$ cat config.mk
export PLATFORM = sky130hd
export DESIGN_NAME = uop_split_decoder
export DESIGN_NICKNAME = d
export VERILOG_FILES = /design/src/rtl/uop_seq_pkg.sv /design/src/rtl/uop_seq_ctrl.sv /design/src/rtl/uop_seq_dpath.sv /design/src/rtl/uop_split_decoder.sv
export SDC_FILE = /design/constraint.sdc
export NUM_CORES = 1
export LEC_CHECK = 0
export BUFFER_PORTS_ARGS = -buffer_cell sky130_fd_sc_hd__buf_4
export CAP_MARGIN = 5
export CORE_MARGIN = 2
export CORE_UTILIZATION = 49
export CTS_BUF_LIST = sky130_fd_sc_hd__clkbuf_4 sky130_fd_sc_hd__clkbuf_8 sky130_fd_sc_hd__clkbuf_16
export DETAILED_ROUTE_END_ITERATION = 8
export GPL_TIMING_DRIVEN = 1
export PLACE_DENSITY = 0.79
export SLEW_MARGIN = 20
export SYNTH_ARGS = -nofsm -noshare
export SYNTH_HDL_FRONTEND = slang
export SYNTH_SLANG_ARGS = --single-unit
$ cat constraint.sdc
create_clock -name clk -period 2.4 [get_ports clk]
set_input_delay 0.24 -clock clk [delete_from_list [all_inputs] [get_ports clk]]
set_output_delay 0.24 -clock clk [all_outputs]
set_load 0.02 [all_outputs]
$ cat src/rtl/uop_seq_pkg.sv
package uop_seq_pkg;

  typedef enum logic [1:0] {
    OP_PASS = 2'd0,
    OP_MOV  = 2'd1,
    OP_ADDI = 2'd2,
    OP_LOAD = 2'd3
  } uop_op_e;

  typedef enum logic [1:0] {
    CLS_PLAIN = 2'd0,
    CLS_LDINC = 2'd1,
    CLS_RTE   = 2'd2,
    CLS_RSVD  = 2'd3
  } instr_cls_e;

  localparam int REG_ID_W = 5;
  localparam int STEP_W   = 3;
  localparam int RTE_UOPS = 6;

  localparam logic [REG_ID_W-1:0] ID_SP   = 5'd15;
  localparam logic [REG_ID_W-1:0] ID_TMP1 = 5'd16;
  localparam logic [REG_ID_W-1:0] ID_TMP2 = 5'd17;
  localparam logic [REG_ID_W-1:0] ID_TMP3 = 5'd18;
  localparam logic [REG_ID_W-1:0] ID_SR   = 5'd30;
  localparam logic [REG_ID_W-1:0] ID_PC   = 5'd31;

  // strobes from sequence control to datapath
  typedef struct packed {
    logic capture;
    logic clear;
  } seq_strobe_t;

endpackage

$ cat src/rtl/uop_seq_ctrl.sv
module uop_seq_ctrl
  import uop_seq_pkg::*;
(
  input  logic              clk,
  input  logic              rstN,
  input  logic              flush,
  input  logic              inValid,
  input  logic [1:0]        inClass,
  input  logic [3:0]        inRn,
  input  logic [3:0]        inRm,
  output seq_strobe_t       seqStb,
  output logic              active,
  output logic [STEP_W-1:0] step,
  output logic              isLast,
  output logic              stallFetch
);

  logic [STEP_W-1:0] lastStep;
  logic [STEP_W-1:0] seqLen;
  logic              accept;

  // number of micro-ops for the offered instruction
  always_comb begin
    case (inClass)
      CLS_LDINC: seqLen = (inRn == inRm) ? STEP_W'(1) : STEP_W'(2);
      CLS_RTE:   seqLen = STEP_W'(RTE_UOPS);
      default:   seqLen = STEP_W'(1);
    endcase
  end

  assign isLast     = active && (step == lastStep);
  assign stallFetch = active && !isLast;
  assign accept     = inValid && !stallFetch && !flush;

  assign seqStb.capture = accept;
  assign seqStb.clear   = flush;

  always_ff @(posedge clk or negedge rstN) begin
    if (!rstN) begin
      active   <= 1'b0;
      step     <= '0;
      lastStep <= '0;
    end else if (flush) begin
      active   <= 1'b0;
      step     <= '0;
      lastStep <= '0;
    end else if (accept) begin
      active   <= 1'b1;
      step     <= '0;
      lastStep <= seqLen - STEP_W'(1);
    end else if (isLast) begin
      active   <= 1'b0;
    end else if (active) begin
      step     <= step + STEP_W'(1);
    end
  end


  flush_idle_chk: assert property (@(posedge clk) disable iff (!rstN)
    flush |=> (!active && !stallFetch));


  stall_progress_chk: assert property (@(posedge clk) disable iff (!rstN)
    (stallFetch && !flush) |=> (active && step == $past(step) + STEP_W'(1)));


  refill_chk: assert property (@(posedge clk) disable iff (!rstN)
    (isLast && inValid && !flush) |=> (active && step == '0));

endmodule

$ cat src/rtl/uop_seq_dpath.sv
module uop_seq_dpath
  import uop_seq_pkg::*;
#(
  parameter int PC_W         = 32,
  parameter int IMM_W        = 8,
  parameter int ACCESS_BYTES = 4
) (
  input  logic                clk,
  input  logic                rstN,
  input  seq_strobe_t         seqStb,
  input  logic                active,
  input  logic                isLast,
  input  logic [STEP_W-1:0]   step,
  input  logic [1:0]          inClass,
  input  logic [3:0]          inRn,
  input  logic [3:0]          inRm,
  input  logic [PC_W-1:0]     inPc,
  output logic                uopValid,
  output logic [1:0]          uopOp,
  output logic [REG_ID_W-1:0] uopDst,
  output logic [REG_ID_W-1:0] uopSrc,
  output logic [IMM_W-1:0]    uopImm,
  output logic [PC_W-1:0]     uopPc,
  output logic                uopLast
);

  localparam logic [IMM_W-1:0] IMM_WORD  = IMM_W'(ACCESS_BYTES);
  localparam logic [IMM_W-1:0] IMM_FRAME = IMM_W'(2 * ACCESS_BYTES);

  logic [1:0]      heldCls;
  logic [3:0]      heldRn;
  logic [3:0]      heldRm;
  logic [PC_W-1:0] heldPc;

  always_ff @(posedge clk or negedge rstN) begin
    if (!rstN) begin
      heldCls <= '0;
      heldRn  <= '0;
      heldRm  <= '0;
      heldPc  <= '0;
    end else if (seqStb.clear) begin
      heldCls <= '0;
      heldRn  <= '0;
      heldRm  <= '0;
      heldPc  <= '0;
    end else if (seqStb.capture) begin
      heldCls <= inClass;
      heldRn  <= inRn;
      heldRm  <= inRm;
      heldPc  <= inPc;
    end
  end

  logic [REG_ID_W-1:0] gprN;
  logic [REG_ID_W-1:0] gprM;
  assign gprN = {1'b0, heldRn};
  assign gprM = {1'b0, heldRm};

  always_comb begin
    uopOp  = OP_PASS;
    uopDst = '0;
    uopSrc = '0;
    uopImm = '0;
    if (active) begin
      case (heldCls)
        CLS_LDINC: begin
          if (step == STEP_W'(0)) begin
            uopOp  = OP_LOAD;
            uopDst = gprN;
            uopSrc = gprM;
          end else begin
            uopOp  = OP_ADDI;
            uopDst = gprM;
            uopSrc = gprM;
            uopImm = IMM_WORD;
          end
        end
        CLS_RTE: begin
          case (step)
            STEP_W'(0): begin
              uopOp = OP_MOV;  uopDst = ID_TMP1; uopSrc = ID_SP;
            end
            STEP_W'(1): begin
              uopOp = OP_ADDI; uopDst = ID_TMP2; uopSrc = ID_SP;   uopImm = IMM_FRAME;
            end
            STEP_W'(2): begin
              uopOp = OP_ADDI; uopDst = ID_TMP3; uopSrc = ID_TMP1; uopImm = IMM_WORD;
            end
            STEP_W'(3): begin
              uopOp = OP_LOAD; uopDst = ID_SR;   uopSrc = ID_TMP3;
            end
            STEP_W'(4): begin
              uopOp = OP_MOV;  uopDst = ID_SP;   uopSrc = ID_TMP2;
            end
            default: begin
              uopOp = OP_LOAD; uopDst = ID_PC;   uopSrc = ID_TMP1;
            end
          endcase
        end
        default: begin
          uopOp  = OP_PASS;
          uopDst = gprN;
          uopSrc = gprM;
        end
      endcase
    end
  end

  assign uopValid = active;
  assign uopLast  = isLast;
  assign uopPc    = active ? heldPc : '0;


  pc_write_last_chk: assert property (@(posedge clk) disable iff (!rstN)
    (uopValid && uopDst == ID_PC) |-> uopLast);


  addr_after_load_chk: assert property (@(posedge clk) disable iff (!rstN)
    (uopValid && uopOp == OP_ADDI && !uopDst[REG_ID_W-1])
      |-> ($past(uopValid) && $past(uopOp) == OP_LOAD));


  parent_pc_chk: assert property (@(posedge clk) disable iff (!rstN)
    (uopValid && !uopLast && !seqStb.clear) |=> (uopValid && $stable(uopPc)));


  shadow_dest_chk: assert property (@(posedge clk) disable iff (!rstN)
    (uopValid && uopDst[REG_ID_W-1] && uopDst != ID_SR && uopDst != ID_PC) |-> !uopLast);

endmodule

$ cat src/rtl/uop_split_decoder.sv
module uop_split_decoder
  import uop_seq_pkg::*;
#(
  parameter int PC_W         = 32,
  parameter int IMM_W        = 8,
  parameter int ACCESS_BYTES = 4
) (
  input  logic             clk,
  input  logic             rstN,
  input  logic             flush,
  input  logic             inValid,
  input  logic [1:0]       inClass,
  input  logic [3:0]       inRn,
  input  logic [3:0]       inRm,
  input  logic [PC_W-1:0]  inPc,
  output logic             stallFetch,
  output logic             uopValid,
  output logic [1:0]       uopOp,
  output logic [4:0]       uopDst,
  output logic [4:0]       uopSrc,
  output logic [IMM_W-1:0] uopImm,
  output logic [PC_W-1:0]  uopPc,
  output logic             uopLast
);

  seq_strobe_t       seqStb;
  logic              active;
  logic              isLast;
  logic [STEP_W-1:0] step;

  uop_seq_ctrl i_ctrl (
    .clk        (clk),
    .rstN       (rstN),
    .flush      (flush),
    .inValid    (inValid),
    .inClass    (inClass),
    .inRn       (inRn),
    .inRm       (inRm),
    .seqStb     (seqStb),
    .active     (active),
    .step       (step),
    .isLast     (isLast),
    .stallFetch (stallFetch)
  );

  uop_seq_dpath #(
    .PC_W         (PC_W),
    .IMM_W        (IMM_W),
    .ACCESS_BYTES (ACCESS_BYTES)
  ) i_dpath (
    .clk      (clk),
    .rstN     (rstN),
    .seqStb   (seqStb),
    .active   (active),
    .isLast   (isLast),
    .step     (step),
    .inClass  (inClass),
    .inRn     (inRn),
    .inRm     (inRm),
    .inPc     (inPc),
    .uopValid (uopValid),
    .uopOp    (uopOp),
    .uopDst   (uopDst),
    .uopSrc   (uopSrc),
    .uopImm   (uopImm),
    .uopPc    (uopPc),
    .uopLast  (uopLast)
  );

endmodule

## Word-level counts from Yosys, hierarchy flattened

Cells that the tools add are included.

- Logic and storage cells: 70
- Input port bits: 46
- Flip-flop bits (word level): 49
- Output and inout port bits: 55

- Equal/unequal tests: 11
- Add/subtract/negate cells: 2
- Reductions and logical operators: 15
- Muxes and demuxes: 35

Operators by type and width:

| cell | number |
|---|---|
| $mux 32 | 3 |
| $pmux 5 s5 | 1 |
| $mux 3 | 7 |
| $mux 4 | 5 |
| $pmux 8 s2 | 1 |
| $mux 5 | 3 |
| $pmux 5 s3 | 1 |
| $pmux 5 s2 | 1 |
| $mux 2 | 4 |
| $mux 8 | 1 |
| $pmux 2 s2 | 2 |
| $pmux 4 s2 | 1 |
| $eq 3x2->1 const B | 2 |
| $pmux 3 s2 | 1 |
| $reduce_bool 3->1 | 2 |
| $reduce_or 2->1 | 3 |
| $eq 2x1->1 const B | 2 |
| $eq 2x2->1 const B | 2 |
| $eq 4x4->1 | 1 |
| $logic_and 1x1->1 | 4 |
| $mux 1 | 4 |
| $add 3x1->3 const B | 1 |
| $eq 3x1->1 const B | 1 |
| $eq 3x3->1 | 1 |
| other kinds (7) | 9 |

## Depth between registers and ports, before layout

Gate-level depths: netlist of the first run.

- Depth in word-level cells: 9
- Depth in mapped cells: 7
- Mapped depth without buffers: 6

## Cells and area by module

A second synthesis of the first run with hierarchy kept.

- Cell total of the unflattened synthesis: 290
- Area total of the unflattened synthesis: 2871.5 µm²

By module, submodules not included:

| module | instances | seq. area each (µm²) | cells each | area an instance (µm²) |
|---|---|---|---|---|
| uop_seq_dpath | 1 | 1051.0 | 233 | 2319.7 |
| uop_seq_ctrl | 1 | 175.2 | 57 | 551.8 |

## Worst setup path after synthesis of the first run

Ideal clock, no wire load.

- Path type: register -> output
- Start point: register i_ctrl.active
- End point: output uopLast
- Buffers on the path: 2
- Required time: 2.160 ns
- Setup slack: 0.446 ns
- Arrival: 1.714 ns
- Stages on the path, launching flop included: 4
- Path through: dfrtp_1 > clkbuf_1 > clkbuf_1 > nor4b_1

- Longest elaborated chain between the ends: 1

Ends and longest elaborated chain:

| what | RTL line | RTL |
|---|---|---|
| from (decl) | uop_seq_ctrl.sv:12 | `output logic active,` |
| from (signal assigned) | uop_seq_ctrl.sv:40 | `active <= 1'b0;` |
| from (signal assigned) | uop_seq_ctrl.sv:44 | `active <= 1'b0;` |
| from (signal assigned) | uop_seq_ctrl.sv:48 | `active <= 1'b1;` |
| $logic_and 1x1->1 | uop_seq_ctrl.sv:31 | `assign isLast = active && (step == lastStep);` |
| to (decl) | uop_split_decoder.sv:23 | `output logic uopLast` |

Every way passes these cells.

## Final worst setup path of the first run

- Start point: register i_ctrl.step[1]
- End point: output uopDst[2]

- Longest elaborated chain between the ends: 4
- Elaborated cells on any way between the ends: 9
- Classes of those cells: eq/ne (4); mux (4); reduce/logical (1)

Ends and longest elaborated chain:

| what | RTL line | RTL |
|---|---|---|
| from (decl) | uop_seq_ctrl.sv:13 | `output logic [STEP_W-1:0] step,` |
| from (signal assigned) | uop_seq_ctrl.sv:54 | `step <= step + STEP_W'(1);` |
| $eq 3x3->1, or another cell as far along | uop_seq_dpath.sv:79 | `case (step)` |
| $pmux 5 s5 / $mux 4 (equally long branches) | uop_seq_dpath.sv:79, uop_seq_dpath.sv:67 |  |
| $pmux 5 s2 (*) | uop_seq_dpath.sv:65 | `case (heldCls)` |
| $mux 5 (*) | uop_seq_dpath.sv:64 | `if (active) begin` |
| to (decl) | uop_split_decoder.sv:19 | `output logic [4:0] uopDst,` |

Mark *: on every way between the ends. The rest lies on a longest branch, timed or not.

==> results by group, run 1 <==
Run status
  – Outcome: completed

Timing
  – Setup Viol. Count Final: 0
  – Worst Max-Slew Pin Slew: 0.6032 ns
  – RSZ-0062 raised after global routing: no
  – Final number of max-transition violations: 0
  – Final Cycle Share: 94.22%
  – Fin. Hold Viols: 0
  – Final worst slack: 0.1387 ns
  – Max frequency: 442.2 MHz
  – Min Tclk post-route: 2.261 ns
  – Setup Skew: 0.006136 ns
  – Slew HR: 59.79%
  – Fin Setup TNS: 0 ns

Power and ir drop
  – Leak Pwr: 0.001810 uW
  – VDD IR max: 0.4278 mV
  – Power per cell area: 553.5 nW/um^2

Route
  – Routed length per instance: 14.98 um
  – ANT nets after route: 0
  – Via Count: 2,170
  – Routed wire length: 6.171 mm
  – Detailed Routing Iterations Pass 1: 4
  – Vias per cell: 5.267
  – Residual DRC: 0
  – 1st-iter DRT viols: 137

Layout
  – Fraction of layout cells with a size suffix above 1: 34.71%
  – Final-stage net count: 395
  – Number of diodes: 0
  – Fillers: 455
  – Leading cell type in the layout, fill and taps excluded: buf_4
  – Area occupied by multi-input gates: 1305 um^2
  – Most frequent cells in the layout: buf_4 (97), dfrtp_1 (48), a22o_1 (44)
  – Register Area: 1227 um^2
  – Area Growth Syn to Fin: 30.84%

Place
  – Number of I/O port buffers: 94
  – Setup WS pre-CTS: 0.1170 ns
  – Placer Congestion: 0.7849
  – DP HPWL: 4.309 mm

Synthesis
  – Syn_area_per_cell: 10.93 um^2
  – Yosys top cell area share: 45.04%
  – Synth Register Bits: 49
  – Asr flop ratio synth: 100.0%
  – Area of the mapped netlist: 2723 um^2
  – Post-synthesis compound-gate area fraction: 22.75%
  – Mux contribution to synthesized area: 1.563%
  – Sequential area share after synthesis: 45.04%
  – Syn. warnings: 0
  – Leading area contributor after synthesis: dfrtp_1
  – Synth Area in Adders: 4.136%
  – Netlist cell types: 42
  – Post-synth EDFFs: 0
  – Dominant cells by area after synthesis: dfrtp_1 (45%), a22o_1 (14%), and2_1 (7.8%)
  – Post-Synth XOR/XNOR Area: 3.539%
  – Main combinational cell family by area after synthesis: compound AO/OA/AOI/OAI gates
  – Post-synthesis cell count: 249
  – Simple-gate portion of the synthesized area: 14.29%
  – Ys flop type: dfrtp_1

Critical path
  – Slowest stage delay, CP: 0.46 ns
  – Endpoint class of the critical path: output pin
  – Reg2Reg Setup Slack: 0.41 ns
  – Worst Path Max Fanout: 6
  – Req. time, crit path: 2.16 ns
  – Crit path kind: reg -> out
  – Slowest cell on crit path: dfrtp_2
  – Crit-path cells: inv_1 -> ha_1 -> o311ai_1 -> a22oi_1 -> o22ai_1 -> buf_4
  – CP Launch Type: flop
  – CP arrival: 2.02 ns

CTS
  – Largest buffer count on any clock path: 2
  – CTS Buf Count: 5
  – Root buffer cell: clkbuf_8
  – CTS tree: done
  – Post-CTS setup buffers: 0
  – Clock Sinks: 49
  – Clock transition at path regs: 0.08 ns
  – H-tree lvl count: 2
  – Worst skew pair latency: 0.29 ns

Global route
  – All-Layer GR Usage: 20.63%
  – Antenna violations before repair: 0
  – First-pass GRT wire length: 10.04 mm
  – Vias in the first global route: 2,118
  – Grt total ovfl: 0
  – Largest net degree at the start of global routing: 50

Floorplan
  – # rows: 27
  – Initial Util: 50.06%
  – Die width: 78.54 um
  – Core box area: 5439 um^2
  – Die area: 6169 um^2
  – Die span in y: 78.54 um
  – Top Ports: 101

Worst hold path
  – Worst Hold Class: in -> reg

Job
  – Max-cap violations: 0
-- registers in the layout, indices dropped and copies added, names as in the netlist --
| name | flops |
|---|---|
| i_dpath.heldCls | 2 |
| i_ctrl.step | 3 |
| i_ctrl.active | 1 |
| i_dpath.heldPc | 32 |
| i_dpath.heldRn | 4 |
| i_dpath.heldRm | 4 |
| i_ctrl.lastStep | 3 |
-- cell type report --
class / instances / area share [%]
Clock buffer: 7 / 2.529
Inverter: 17 / 1.791
Multi-Input combinational cell: 167 / 36.63
Sequential cell: 49 / 34.46
Tap cell: 72 / 2.529
Timing Repair Buffer: 100 / 22.06
-- logic make-up (layout without fill, tap and decap cells) --
logic type	Yosys count	count (layout)
flip-flops	49	49
adder cells (fa/ha/maj)	9	9
buffers and inverters	38	124
AND/OR/NAND/NOR	67	67
other	1	6
multiplexers	4	4
XOR/XNOR	8	8
AO/OA/AOI/OAI	73	73
-- per-layer routing --
layer,GRT usage (%),up-vias,wire [um]
li1,-,1045,-
met4,5.965,0,40
met1,26.50,1037,2643
met5,0,-,0
met3,5.632,4,419
met2,34.19,84,3066
-- what timing repair did --
action / 4_1_cts / 5_1_grt
endpoints found under the setup margin: 3 / 5
gates resized for setup: 2 / 5
endpoints found under the hold margin: 49 / 0
hold buffers: 1 / 0
-- power by group --
part	internal, uW	total, uW	leakage, uW	switching, uW
clock	240	490	0.0000477	250
sequential	913	970	0.000644	56.5
combinational	246	511	0.00112	265
total	1400	1970	0.00181	572
-- worst paths after layout --
check	from	end	depth (start not counted)
worst max register to register	i_ctrl.step[2]	i_dpath.heldPc[30]	5
min in group asynchronous	rstN	i_dpath.heldPc[31]	2
worst max-delay path	i_ctrl.step[1]	uopDst[2]	6
max in group asynchronous	rstN	i_ctrl.step[1]	2
worst min register to register	i_dpath.heldPc[22]	i_dpath.heldPc[22]	1
worst min-delay path	inPc[13]	i_dpath.heldPc[13]	2
-- cell usage after synthesis (2+ instances only) --
| cell type | count |
|---|---|
| nand4b_1 | 2 |
| and2_1 | 34 |
| buf_6 | 9 |
| nor2_1 | 6 |
| o21ai_0 | 6 |
| a22oi_1 | 3 |
| a21boi_0 | 2 |
| mux2i_1 | 2 |
| nor3_1 | 2 |
| nor2b_1 | 3 |
| a31oi_1 | 3 |
| inv_1 | 17 |
| nand2_1 | 9 |
| a22o_1 | 44 |
| o22ai_1 | 3 |
| clkbuf_1 | 6 |
| xnor2_1 | 5 |
| mux2_2 | 2 |
| dfrtp_1 | 49 |
| a21oi_1 | 3 |
| buf_4 | 6 |
| nand2b_1 | 5 |
| ha_1 | 9 |
-- critical path, delay by kind of cell (launching register included) --
family          cells  cell delay, ns
buf+inv             2            0.30
flops               1            0.46
fa+ha+maj           1            0.26
compound gates      3            0.71
-- through the flow --
stage | utilization [%] | hold slack [ns] | power [uW] | area, um^2 | cells
floorplan | - | -0.05559 | 1300 | 2741 | 254
global placement | 62.71 | 0.2873 | 1471 | 3411 | 403
detailed placement | 62.71 | 0.2929 | 1484 | 3411 | 403
CTS | 64.60 | 0.1461 | 1984 | 3513 | 411
global route | 65.49 | 0.1378 | 2090 | 3562 | 412
finish | 65.49 | 0.1559 | 1972 | 3562 | 412
(Power assumes the default switching activity.)
==> run 2: changes to the inputs <==
--- a/config.mk
+++ b/config.mk
@@ -5,14 +5,14 @@
 export SDC_FILE = /design/constraint.sdc
 export NUM_CORES = 1
 export LEC_CHECK = 0
-export BUFFER_PORTS_ARGS = -buffer_cell sky130_fd_sc_hd__buf_4
 export CAP_MARGIN = 5
 export CORE_MARGIN = 2
-export CORE_UTILIZATION = 49
+export CORE_UTILIZATION = 56
 export CTS_BUF_LIST = sky130_fd_sc_hd__clkbuf_4 sky130_fd_sc_hd__clkbuf_8 sky130_fd_sc_hd__clkbuf_16
 export DETAILED_ROUTE_END_ITERATION = 8
+export DONT_BUFFER_PORTS = 1
 export GPL_TIMING_DRIVEN = 1
-export PLACE_DENSITY = 0.79
+export PLACE_DENSITY = 0.71
 export SLEW_MARGIN = 20
 export SYNTH_ARGS = -nofsm -noshare
 export SYNTH_HDL_FRONTEND = slang
==> run 2 against run 1 <==
Compared with the run above:
- total power decreased by 5.7%
- critical endpoint is now uopDst[0]
- clock-buffer cell count shrank 1
- sequential power about the same
- highest routed layer unchanged
==> results by group, run 2 (synthesis gave the netlist of run 1 again) <==
Layout
  – Area Growth Syn to Fin: 8.134% (was 30.84%)
  – Leading registers by flop count: i_dpath.heldPc: 32 flops, i_dpath.heldRm: 4 flops, i_dpath.heldRn: 4 flops (unchanged)
  – Final-stage net count: 316 (was 395)
  – Most frequent cells in the layout: dfrtp_1 (48), a22o_1 (44), and2_1 (34) (was buf_4 (97), dfrtp_1 (48), a22o_1 (44))
  – Leading cell type in the layout, fill and taps excluded: dfrtp_1 (was buf_4)
  – Number of diodes: 0 (unchanged)
  – Fraction of layout cells with a size suffix above 1: 14.50% (was 34.71%)
  – Largest Register: i_dpath.heldPc (unchanged)
  – Fin cells: 316 (was 412)
  – Max reg flops: 32 (unchanged)

Route
  – Routed length per instance: 17.07 um (was 14.98 um)
  – 1st-iter DRT viols: 70 (was 137)
  – Detailed Routing Iterations Pass 1: 4 (unchanged)
  – Vias per cell: 6.041 (was 5.267)
  – Routed wire length: 5.394 mm (was 6.171 mm)
  – ANT nets after route: 0 (unchanged)
  – Via Count: 1,909 (was 2,170)
  – Residual DRC: 0 (unchanged)

Power and ir drop
  – Leak Pwr: 0.001405 uW (was 0.001810 uW)
  – Power per cell area: 631.8 nW/um^2 (was 553.5 nW/um^2)
  – VDD IR max: 0.4027 mV (was 0.4278 mV)
  – Power Total: 1860 uW (was 1972 uW)

Global route
  – Antenna violations before repair: 0 (unchanged)
  – Largest net degree at the start of global routing: 50 (unchanged)
  – First-pass GRT wire length: 8.535 mm (was 10.04 mm)
  – All-Layer GR Usage: 20.31% (was 20.63%)
  – Vias in the first global route: 1,766 (was 2,118)
  – Grt total ovfl: 0 (unchanged)

CTS
  – Post-CTS setup buffers: 0 (unchanged)
  – Root buffer cell: clkbuf_8 (unchanged)
  – Worst skew pair latency: 0.30 ns (was 0.29 ns)
  – H-tree lvl count: 2 (unchanged)
  – Clock transition at path regs: 0.09 ns (was 0.08 ns)
  – Largest buffer count on any clock path: 2 (unchanged)
  – CTS tree: done (unchanged)
  – CTS Buf Count: 5 (unchanged)
  – Clock Sinks: 49 (unchanged)

Timing
  – Final worst slack: 0.1488 ns (was 0.1387 ns)
  – Fin. Hold Viols: 0 (unchanged)
  – RSZ-0062 raised after global routing: no (unchanged)
  – Min Tclk post-route: 2.251 ns (was 2.261 ns)
  – Fin Setup TNS: 0 ns (unchanged)
  – Final Cycle Share: 93.80% (was 94.22%)
  – Setup Viol. Count Final: 0 (unchanged)
  – Setup Skew: 0.005689 ns (was 0.006136 ns)
  – Final number of max-transition violations: 0 (unchanged)
  – Hold slack final: 0.06445 ns (was 0.1559 ns)
  – Max frequency: 444.2 MHz (was 442.2 MHz)

Worst hold path
  – Depth of the worst hold-timing path: 1 (was 2)
  – Worst Hold Class: in -> reg (unchanged)

Critical path
  – CP Launch Type: flop (unchanged)
  – CP arrival: 2.01 ns (was 2.02 ns)
  – Endpoint class of the critical path: output pin (unchanged)
  – Slowest stage delay, CP: 0.45 ns (was 0.46 ns)
  – Slowest cell on crit path: dfrtp_2 (unchanged)
  – Crit path kind: reg -> out (unchanged)
  – Req. time, crit path: 2.16 ns (about the same)
  – Reg2Reg Setup Slack: 0.49 ns (was 0.41 ns)
  – Worst Reg2Reg Path Length in Cells: 5 (unchanged)
  – Crit-path cells: inv_1 -> ha_1 -> nor2b_2 -> a21o_1 -> nand2_1 -> o221ai_1 -> buf_4 (was inv_1 -> ha_1 -> o311ai_1 -> a22oi_1 -> o22ai_1 -> buf_4)
  – Worst Path Max Fanout: 7 (was 6)

Run status
  – Outcome: completed (unchanged)

Floorplan
  – Top Ports: 101 (unchanged)
  – Die span in y: 73.73 um (was 78.54 um)
  – Die area: 5435 um^2 (was 6169 um^2)
  – Die width: 73.73 um (was 78.54 um)
  – Initial Util: 58.03% (was 50.06%)
  – # rows: 25 (was 27)
  – Core box area: 4692 um^2 (was 5439 um^2)

Place
  – Placer Congestion: 0.8581 (was 0.7849)
  – Setup WS pre-CTS: 0.3446 ns (was 0.1170 ns)
  – DP HPWL: 3.649 mm (was 4.309 mm)
  – Cell count after placement: 305 (was 403)
  – Number of I/O port buffers: 0 (was 94)

Job
  – Max-cap violations: 0 (unchanged)
-- run 2: final cells by class --
cell class,count,area [um^2]
well taps,54,67.56
fillers,395,1748
repair buffers,21,207.7
inverters,17,63.81
flip-flops and latches,49,1227
multi-input cells,167,1287
clock buffers,6,76.32
clock inverters,2,13.76
-- run 2: per-stage QoR --
stage,instance area (um^2),util (%)
finish,2944,62.75
global route,2944,62.75
CTS,2938,62.61
detailed placement,2800,59.68
global placement,2800,59.68
floorplan,2741,-
-- run 2: power by group --
| part | internal, uW | switching (uW) |
|---|---|---|
| Clock | 219 | 269 |
| Sequential | 913 | 53.2 |
| Combinational | 168 | 238 |
-- run 2: critical path, delay by kind of cell (launching register included) --
kind	cells	cell delay [ns]
buf+inv	2	0.30
compound gates	2	0.35
fa+ha+maj	1	0.27
flops	1	0.45
simple gates	2	0.33
-- run 2: final timing paths --
| check | startpoint | to |
|---|---|---|
| worst max register to register | i_ctrl.step[2] | i_ctrl.step[2] |
| worst max-delay path | i_ctrl.step[0] | uopDst[0] |
| worst min-delay path | inRm[2] | i_dpath.heldRm[2] |
| worst min register to register | i_dpath.heldPc[9] | i_dpath.heldPc[9] |
| max in group asynchronous | rstN | i_ctrl.step[0] |
| min in group asynchronous | rstN | i_dpath.heldPc[31] |
-- run 2: what timing repair did --
item / in CTS / in global routing
gates resized for setup: 0 / 4
endpoints found under the hold margin: 52 / 0
setup endpoints to repair: 0 / 5
hold buffers: 3 / 0
-- run 2: routing by layer --
layer	vias up	GRT usage, %	routed length [um]
met5	-	0	0
li1	890	-	-
met2	83	29.56	2491
met4	0	10.71	164
met3	15	3.018	302
met1	921	29.26	2436
